### src/rtl/idle_pwr_pkg.sv
package idle_pwr_pkg;
  typedef enum logic [1:0] {
    ST_RUN   = 2'd0,
    ST_ENTER = 2'd1,
    ST_IDLE  = 2'd2,
    ST_WAKE  = 2'd3
  } idle_state_e;
endpackage

### src/rtl/idle_irq_mask.sv
module idle_irq_mask #(
  parameter int NUM_IRQ = 8
) (
  input  logic [NUM_IRQ-1:0] pend_i,
  input  logic [NUM_IRQ-1:0] en_i,
  output logic               any_o
);
  logic [NUM_IRQ-1:0] live;

  for (genvar g = 0; g < NUM_IRQ; g++) begin : g_line
    assign live[g] = pend_i[g] & en_i[g];
  end

  assign any_o = |live;
endmodule

### src/rtl/idle_wake_timer.sv
module idle_wake_timer #(
  parameter int WAKE_LAT = 3
) (
  input  logic clk_i,
  input  logic rst_ni,
  input  logic start_i,
  output logic done_o
);
  localparam int CNT_W = (WAKE_LAT > 2) ? $clog2(WAKE_LAT) : 1;
  localparam logic [CNT_W-1:0] LAST = CNT_W'(WAKE_LAT - 1);

  logic [CNT_W-1:0] cnt_q;
  logic             act_q;

  always_ff @(posedge clk_i or negedge rst_ni) begin
    if (!rst_ni) begin
      cnt_q <= '0;
      act_q <= 1'b0;
    end else if (start_i) begin
      cnt_q <= '0;
      act_q <= 1'b1;
    end else if (act_q) begin
      if (cnt_q == LAST) act_q <= 1'b0;
      else               cnt_q <= cnt_q + 1'b1;
    end
  end

  assign done_o = act_q && (cnt_q == LAST);
endmodule

### src/rtl/idle_seq_fsm.sv
module idle_seq_fsm
  import idle_pwr_pkg::*;
(
  input  logic        clk_i,
  input  logic        rst_ni,
  input  logic        pwrsav_req_i,
  input  logic        irq_any_i,
  input  logic        wdt_timeout_i,
  input  logic        lat_done_i,
  output logic        lat_start_o,
  output idle_state_e state_o,
  output logic        vec_sel_o
);
  idle_state_e state_q, state_d;
  logic        hold_q, hold_d;
  logic        vec_q, vec_d;

  always_comb begin
    state_d     = state_q;
    hold_d      = hold_q;
    vec_d       = vec_q;
    lat_start_o = 1'b0;
    unique case (state_q)
      ST_RUN: begin
        if (pwrsav_req_i) begin
          state_d = ST_ENTER;
          hold_d  = irq_any_i;  // coincident interrupt held until entry completes
        end
      end
      ST_ENTER: begin
        hold_d = 1'b0;
        if (hold_q || irq_any_i) begin
          state_d     = ST_WAKE;
          vec_d       = 1'b1;
          lat_start_o = 1'b1;
        end else begin
          state_d = ST_IDLE;
        end
      end
      ST_IDLE: begin
        if (irq_any_i) begin
          state_d     = ST_WAKE;
          vec_d       = 1'b1;
          lat_start_o = 1'b1;
        end else if (wdt_timeout_i) begin
          state_d     = ST_WAKE;
          vec_d       = 1'b0;
          lat_start_o = 1'b1;
        end
      end
      ST_WAKE: begin
        if (lat_done_i) state_d = ST_RUN;
      end
      default: state_d = ST_RUN;
    endcase
  end

  always_ff @(posedge clk_i or negedge rst_ni) begin
    if (!rst_ni) begin
      state_q <= ST_RUN;
      hold_q  <= 1'b0;
      vec_q   <= 1'b0;
    end else begin
      state_q <= state_d;
      hold_q  <= hold_d;
      vec_q   <= vec_d;
    end
  end

  assign state_o   = state_q;
  assign vec_sel_o = vec_q;
endmodule

### src/rtl/idle_pwr_ctrl.sv
module idle_pwr_ctrl
  import idle_pwr_pkg::*;
#(
  parameter int NUM_IRQ  = 8,
  parameter int WAKE_LAT = 3
) (
  input  logic               clk_i,
  input  logic               rst_ni,
  input  logic               pwrsav_req_i,
  input  logic [NUM_IRQ-1:0] irq_pend_i,
  input  logic [NUM_IRQ-1:0] irq_en_i,
  input  logic               wdt_timeout_i,
  output logic               cpu_clk_en_o,
  output logic               wdt_clr_o,
  output logic               resume_o,
  output logic               vec_sel_o
);
  if (WAKE_LAT < 2 || WAKE_LAT > 4) begin : g_bad_lat
    $error("WAKE_LAT must lie in 2..4");
  end

  logic        irq_any;
  logic        lat_start;
  logic        lat_done;
  idle_state_e state;

  idle_irq_mask #(.NUM_IRQ(NUM_IRQ)) u_mask (
    .pend_i (irq_pend_i),
    .en_i   (irq_en_i),
    .any_o  (irq_any)
  );

  idle_wake_timer #(.WAKE_LAT(WAKE_LAT)) u_timer (
    .clk_i   (clk_i),
    .rst_ni  (rst_ni),
    .start_i (lat_start),
    .done_o  (lat_done)
  );

  idle_seq_fsm u_fsm (
    .clk_i         (clk_i),
    .rst_ni        (rst_ni),
    .pwrsav_req_i  (pwrsav_req_i),
    .irq_any_i     (irq_any),
    .wdt_timeout_i (wdt_timeout_i),
    .lat_done_i    (lat_done),
    .lat_start_o   (lat_start),
    .state_o       (state),
    .vec_sel_o     (vec_sel_o)
  );

  assign cpu_clk_en_o = (state == ST_RUN) || (state == ST_WAKE);
  assign wdt_clr_o    = (state == ST_ENTER);
  assign resume_o     = (state == ST_WAKE) && lat_done;
endmodule

### config.mk
export PLATFORM = sky130hd
export DESIGN_NAME = idle_pwr_ctrl
export DESIGN_NICKNAME = d
export VERILOG_FILES = /design/src/rtl/idle_pwr_pkg.sv /design/src/rtl/idle_irq_mask.sv /design/src/rtl/idle_wake_timer.sv /design/src/rtl/idle_seq_fsm.sv /design/src/rtl/idle_pwr_ctrl.sv
export SDC_FILE = /design/constraint.sdc
export NUM_CORES = 1
export LEC_CHECK = 0
export BUFFER_PORTS_ARGS = -buffer_cell sky130_fd_sc_hd__buf_2
export CAP_MARGIN = 15
export CORE_AREA = 4 4 41 43
export DETAILED_ROUTE_END_ITERATION = 12
export DIE_AREA = 0 0 45 47
export PLACE_DENSITY = 0.71
export SYNTH_ARGS = -nofsm -noshare
export SYNTH_HDL_FRONTEND = slang
export SYNTH_SLANG_ARGS = --single-unit
### constraint.sdc
create_clock -name clk_i -period 1.9 [get_ports clk_i]
set_clock_uncertainty 0.05 [all_clocks]
set_input_delay 0.19 -clock clk_i [delete_from_list [all_inputs] [get_ports clk_i]]
set_output_delay 0.19 -clock clk_i [all_outputs]
set_load 0.01 [all_outputs]
==> results of run 1 <==
cell usage in the layout, fill, tap and decap left out, types with 2 or more instances in the layout:
cell,instances
nor3_1,2
buf_2,23
o211a_1,2
a22oi_2,4
ha_1,5
a21oi_1,3
clkbuf_4,3
o21ai_0,2
nand2_1,3
o22a_2,2
dfrtp_1,7
inv_1,5
nor2_1,3
metrics by stage:
step | power (µW) | worst slack [ns]
CTS | 934.9 | 0.3211
floorplan | 636.1 | 0.4925
global route | 1016 | 0.1781
detailed placement | 784.3 | 0.3632
finish | 926.4 | 0.3294
global placement | 771.4 | 0.3835
flip-flops by register name, summed over array words and instances (netlist names):
name             cells
u_timer.cnt_q        2
u_timer.act_q        1
u_fsm.hold_q         1
u_fsm.state_o        2
u_fsm.vec_sel_o      1
cell usage after synthesis, types with 2 or more instances:
cell and number:
ha_1 5, nand2_1 3, o22a_2 2, o211a_1 2, inv_1 5, a22oi_2 4, a21oi_1 3, nor2_1 3
nor3_1 2, dfrtp_1 7, o21ai_0 2
metal layers:
metal	share of wire [%]	up-vias	track usage, %
met2	54	9	26.55
met4	1.6	0	11.11
met3	4.4	4	1.916
li1	-	238	-
met1	40	226	12.56
met5	0	-	0
worst min-delay path by stage:
stage                                    to  depth (start not counted)
5_1_grt            u_fsm.hold_q$_DFFE_PN0P_                          3
3_5_place_dp   u_timer.cnt_q[0]$_DFFE_PN0P_                          1
4_1_cts            u_fsm.hold_q$_DFFE_PN0P_                          3
2_1_floorplan      u_fsm.hold_q$_DFFE_PN0P_                          0
3_3_place_gp   u_timer.cnt_q[0]$_DFFE_PN0P_                          1
6_report           u_fsm.hold_q$_DFFE_PN0P_                          3
critical path: cells and delay by family, from the launching register on:
kind	cells	cell delay [ns]
AOI/OAI and AO/OA	1	0.37
adders and majority gates	1	0.26
buffers and inverters	2	0.19
DFF	1	0.39
muxes	1	0.22
power groups by stage:
stage / clock [µW] / sequential, µW / combinational (µW)
2_1_floorplan: 0 / 252 / 384
3_3_place_gp: 0 / 257 / 514
3_5_place_dp: 0 / 259 / 525
4_1_cts: 145 / 257 / 534
5_1_grt: 150 / 267 / 598
6_report: 137 / 257 / 533
repair_timing:
action                                 CTS  global route
hold buffers                             1             0
setup endpoints to repair                0             0
endpoints found under the hold margin    7             0
layout make-up:
class                   instances  area share (%)
flip-flops and latches          7           26.02
inverters                       5           2.788
clock buffers                   4           3.903
multi-input cells              37           45.91
well taps                      15           2.788
repair buffers                 24           18.59
logic make-up (layout without fill, tap and decap cells):
logic type	after synthesis	after routing	share of synthesized area [%]
compound gates	16	16	27.36
xor+xnor	1	1	1.742
fa+ha+maj	5	5	12.44
buf+inv	5	33	3.732
flops	7	7	34.83
mux	1	1	1.990
simple gates	14	14	17.91
==> run metrics, run 1 <==
status completed; DRC violations left 0; CTS max path bufs 2; PostCTS Resize Cnt 0; relative slew slack 75.06%; Post-DP HPWL 988.4 µm; FP Rows 13; switching fraction of total power 42.49%; sinks on the clock net 7; RSZ-0062 raised after global routing false; PD cells 1376 nW/µm²; Core Area 1301 µm²; clock slew seen by the registers of the worst setup and hold paths 0.05 ns; Die Wd 45 µm; gr usage total 13.69%; final slew viol count 0; reg2reg end u_fsm.state_o[1]$_DFFE_PN0P_; fill cell count 136; Worst Min Path Start pwrsav_req_i; Area Overhead vs Synth 33.83%; CP startpoint kind register; Top Ports 24; DRT Pass-1 Iters 4; Worst path max stage delay 0.39 ns; Sw Pwr 393.6 µW; Final setup viols 0; GPL Wtd Cong 0.7607; initial cell density of the core 38.65%; detailed-route via count 477; Pleak 0.0003432 µW; maximum vdd drop 0.0006116 V; global route total overflow 0; Synth Instances 49; Post-Layout Cell Count 92; FF+latch count, synth 7; Comb pwr share 57.5%; ys flop type dfrtp_1; critical path class reg2reg; CTS tree done; area post-placement 636.9 µm²; Critical Path RT 2.03 ns; Worst Hold Class in2reg; Ys Warns 0; Area contributors post-synth dfrtp_1 35%, ha_1 12%, a22oi_2 10%; antenna cells 0; wire length per cell 12.86 µm; R2R depth 5; Sequential cell area 175.2 µm²; port bufs 23; H-tree depth 1; Worst-Skew Late Latency 0.25 ns; Achievable Freq 0.6367 GHz; Crit. End Element register; internal power 532.8 µW; Routed Antenna Nets 0; origin of the worst setup path u_fsm.state_o[0]$_DFFE_PN0P_; Worst R2R Setup Slack 0.33 ns; DR iter-0 viols 6; Synth async-reset ratio 100.0%; Root Buffer clkbuf_4; fin nets 103; Critical R2R Launch u_fsm.state_o[0]$_DFFE_PN0P_; Placed Instances 87; CTS buffer count 3; Tcrit/Tclk final 82.67%; die footprint 2115 µm²; clock power share 14.8%; Avg Inst Size Synth 10.26 µm²; sequential power share 27.7%; final instance area 673.1 µm²; Die Ht 47 µm; worst-path maximum fanout 6; share of post-route cells with drive strength above 1 42.86%; Final min period 1.571 ns; vias in the first global route 549; area of the mapped netlist 503.0 µm²; Critical Path Most Common Cell inv_1; Hold Fails Final Rpt 0; Tightest Pin Transition 0.3709 ns; Critical path destination u_fsm.state_o[1]$_DFFE_PN0P_; largest net degree at the start of global routing 8; post-route setup TNS 0 ns; hold_ws 0.1560 ns; Post-CTS Setup Bufs 0; Synth Net Count 74; antenna violations before repair 0; Unique masters post-synth 22; Synth area leader dfrtp_1; first-pass GRT wire length 2049 µm; sequential area share after synthesis 34.83%; Yosys top cell area share 34.83%; crit path DAT 1.70 ns; vias per cell 5.185; max_cap viols 0; slowest cell on the critical path dfrtp_1; Layout Utilization 51.73%; Cell Chain, Critical Path inv_1 -> ha_1 -> inv_1 -> o31ai_1 -> mux2i_1; final wirelength 1183 µm; area of the multi-input gates 309.0 µm²; Post-synth EDFFs 0
No activity file was read; power rests on OpenSTA's default activity.
==> run 2, diff against run 1 <==
- PLACE_DENSITY: 0.71 -> 0.74
- clock period: 1.9 -> 1.3 ns (I/O delays scaled with it)
==> run 2 against run 1 <==
Sequential cell count did not move. Combinational power rose to 3.3 times the previous value. The run now ends with negative setup slack left. Clock power rose by 58%. Worst hold slack got worse by 0.065 ns. Utilization rose by 21 points. Count of clock-buffer cells in the layout did not move. Sequential share of layout area fell by 7.4 points. Critical path type unchanged. Power rose to 2.6 times the previous value. Wire length rose by 50%. Die area did not move. Largest cell class unchanged.
==> run metrics, run 2 (synthesis gave the netlist of run 1 again) <==
CTS tree done; CP Depth 4 (-1); crit path DAT 1.56 ns (-0.14 ns); Cell Chain, Critical Path inv_4 -> ha_4 -> o211a_1 -> or3b_1; most frequent cells in the layout 20 x buf_2, 10 x buf_4, 8 x buf_6; CP delay by family, top flip-flops; die footprint 2115 µm² (unchanged); antenna violations before repair 0 (unchanged); maximum vdd drop 0.001232 V (+100%); slowest cell on the critical path dfrtp_2; CTS buffer count 3 (unchanged); Tot Pwr 2372 µW (+160%); FP Rows 13 (unchanged); post-route setup TNS -0.7158 ns (-0.7158 ns); DR iter-0 viols 14 (+8); clock slew seen by the registers of the worst setup and hold paths 0.06 ns (about the same); pre-CTS setup slack -0.09375 ns (-0.4570 ns); Worst Hold Class in2reg; Final setup viols 9 (+9); Hold Fails Final Rpt 0 (unchanged); H-tree depth 1 (unchanged); antenna cells 0 (unchanged); initial cell density of the core 38.65% (unchanged); Core Area 1301 µm² (unchanged); share of post-route cells with drive strength above 1 73.91% (+31 points); Post-Layout Cell Count 107 (+16%); final slew viol count 0 (unchanged); worst-path maximum fanout 3 (-3); sinks on the clock net 7 (unchanged); largest net degree at the start of global routing 8 (unchanged); Placed Instances 96 (+10%); final wirelength 1773 µm (+50%); R2R depth 4 (-1); max_cap viols 0 (unchanged); Die Wd 45 µm (unchanged); CTS max path bufs 2 (unchanged); GPL Wtd Cong 0.8283 (+8.9%); first-pass GRT wire length 2967 µm (+45%); Critical Path RT 1.39 ns (-0.64 ns); DRC violations left 0 (unchanged); global route total overflow 0 (unchanged); Top Ports 24 (unchanged); Die Ht 47 µm (unchanged); CP startpoint kind register; Root Buffer clkbuf_4; Tcrit/Tclk final 113.1% (+30 points); Achievable Freq 0.6804 GHz (+6.9%); critical path class reg2reg; most common cell after layout, fill and taps aside buf_2; post-route setup slack -0.1698 ns (-0.4992 ns); detailed-route via count 583 (+22%); Pleak 0.0004284 µW (+25%); Tightest Pin Transition 0.3005 ns (-0.07032 ns); failing checks negative setup slack; Routed Antenna Nets 0 (unchanged); wire length per cell 16.57 µm (+29%); PD cells 2498 nW/µm² (+82%); Worst Path Buf+Inv 1 (-1); fin nets 118 (+15%); vias per cell 5.449 (+5.1%); gr usage total 20.06% (+6.4 points); relative slew slack 79.82% (+4.8 points); port bufs 23 (unchanged); status finished, violations left; vias in the first global route 664 (+21%); Post-DP HPWL 1073 µm (+8.6%); Area Overhead vs Synth 88.81%; Crit. End Element register; Worst-Skew Late Latency 0.27 ns (+0.02 ns); hold_ws 0.09070 ns (-0.06530 ns); DRT Pass-1 Iters 4 (unchanged); Final min period 1.470 ns (-0.1008 ns); RSZ-0062 raised after global routing true; WHS Path Cells 3 (unchanged); Worst path max stage delay 0.46 ns (+0.07 ns)
==> run 2: report_power, final <==
| part | switching (µW) | internal, µW | total, µW |
|---|---|---|---|
| Clock | 98.0 | 118 | 216 |
| Sequential | 97.2 | 320 | 417 |
| Combinational | 798 | 941 | 1740 |
==> run 2: path summary, 6_finish.rpt <==
kind / slack (ns) / to / from
max: -0.17 / u_timer.act_q$_DFF_PN0_ / u_fsm.state_o[1]$_DFFE_PN0P_
min: 0.09 / u_fsm.hold_q$_DFFE_PN0P_ / pwrsav_req_i
max reg2reg: -0.17 / u_timer.act_q$_DFF_PN0_ / u_fsm.state_o[1]$_DFFE_PN0P_
min reg2reg: 0.55 / u_timer.cnt_q[1]$_DFFE_PN0P_ / u_timer.cnt_q[1]$_DFFE_PN0P_
max in group asynchronous: 0.83 / u_fsm.state_o[1]$_DFFE_PN0P_ / rst_ni
min in group asynchronous: 0.18 / u_fsm.state_o[0]$_DFFE_PN0P_ / rst_ni
==> run 2: metrics by stage <==
stage               utilization, %  cell area [µm²]
detailed placement           55.87            726.9
global placement             55.87            726.9
floorplan                        -            525.5
finish                       72.98            949.7
CTS                          69.62            905.9
global route                 72.98            949.7
==> run 2: repair_timing <==
item	in CTS	in global routing
hold buffers	1	0
endpoints found under the setup margin	9	10
resized for setup	24	9
hold endpoints to repair	7	0
pin swaps	6	5
setup buffers	4	2
==> run 2: layer usage <==
metal | global-route usage, % | vias to the layer above | wire, µm
met5 | 0 | - | 0
li1 | - | 270 | -
met4 | 9.357 | 0 | 37
met1 | 20.70 | 298 | 662
met2 | 38.70 | 10 | 1019
met3 | 3.831 | 5 | 53
==> run 2: area by class of cell <==
| type | count | area [µm²] |
|---|---|---|
| repair buffers | 39 | 275.3 |
| fillers | 91 | 351.6 |
| multi-input cells | 37 | 431.7 |
| clock buffers | 4 | 26.28 |
| inverters | 5 | 21.27 |
| flip-flops and latches | 7 | 176.4 |
| well taps | 15 | 18.77 |
==> run 2: worst register-to-register path, delay by kind of cell (launching register included) <==
| kind | cells | cell delay [ns] |
|---|---|---|
| flops | 1 | 0.46 |
| simple gates | 1 | 0.38 |
| fa+ha+maj | 1 | 0.21 |
| compound gates | 1 | 0.14 |
| buf+inv | 1 | 0.10 |
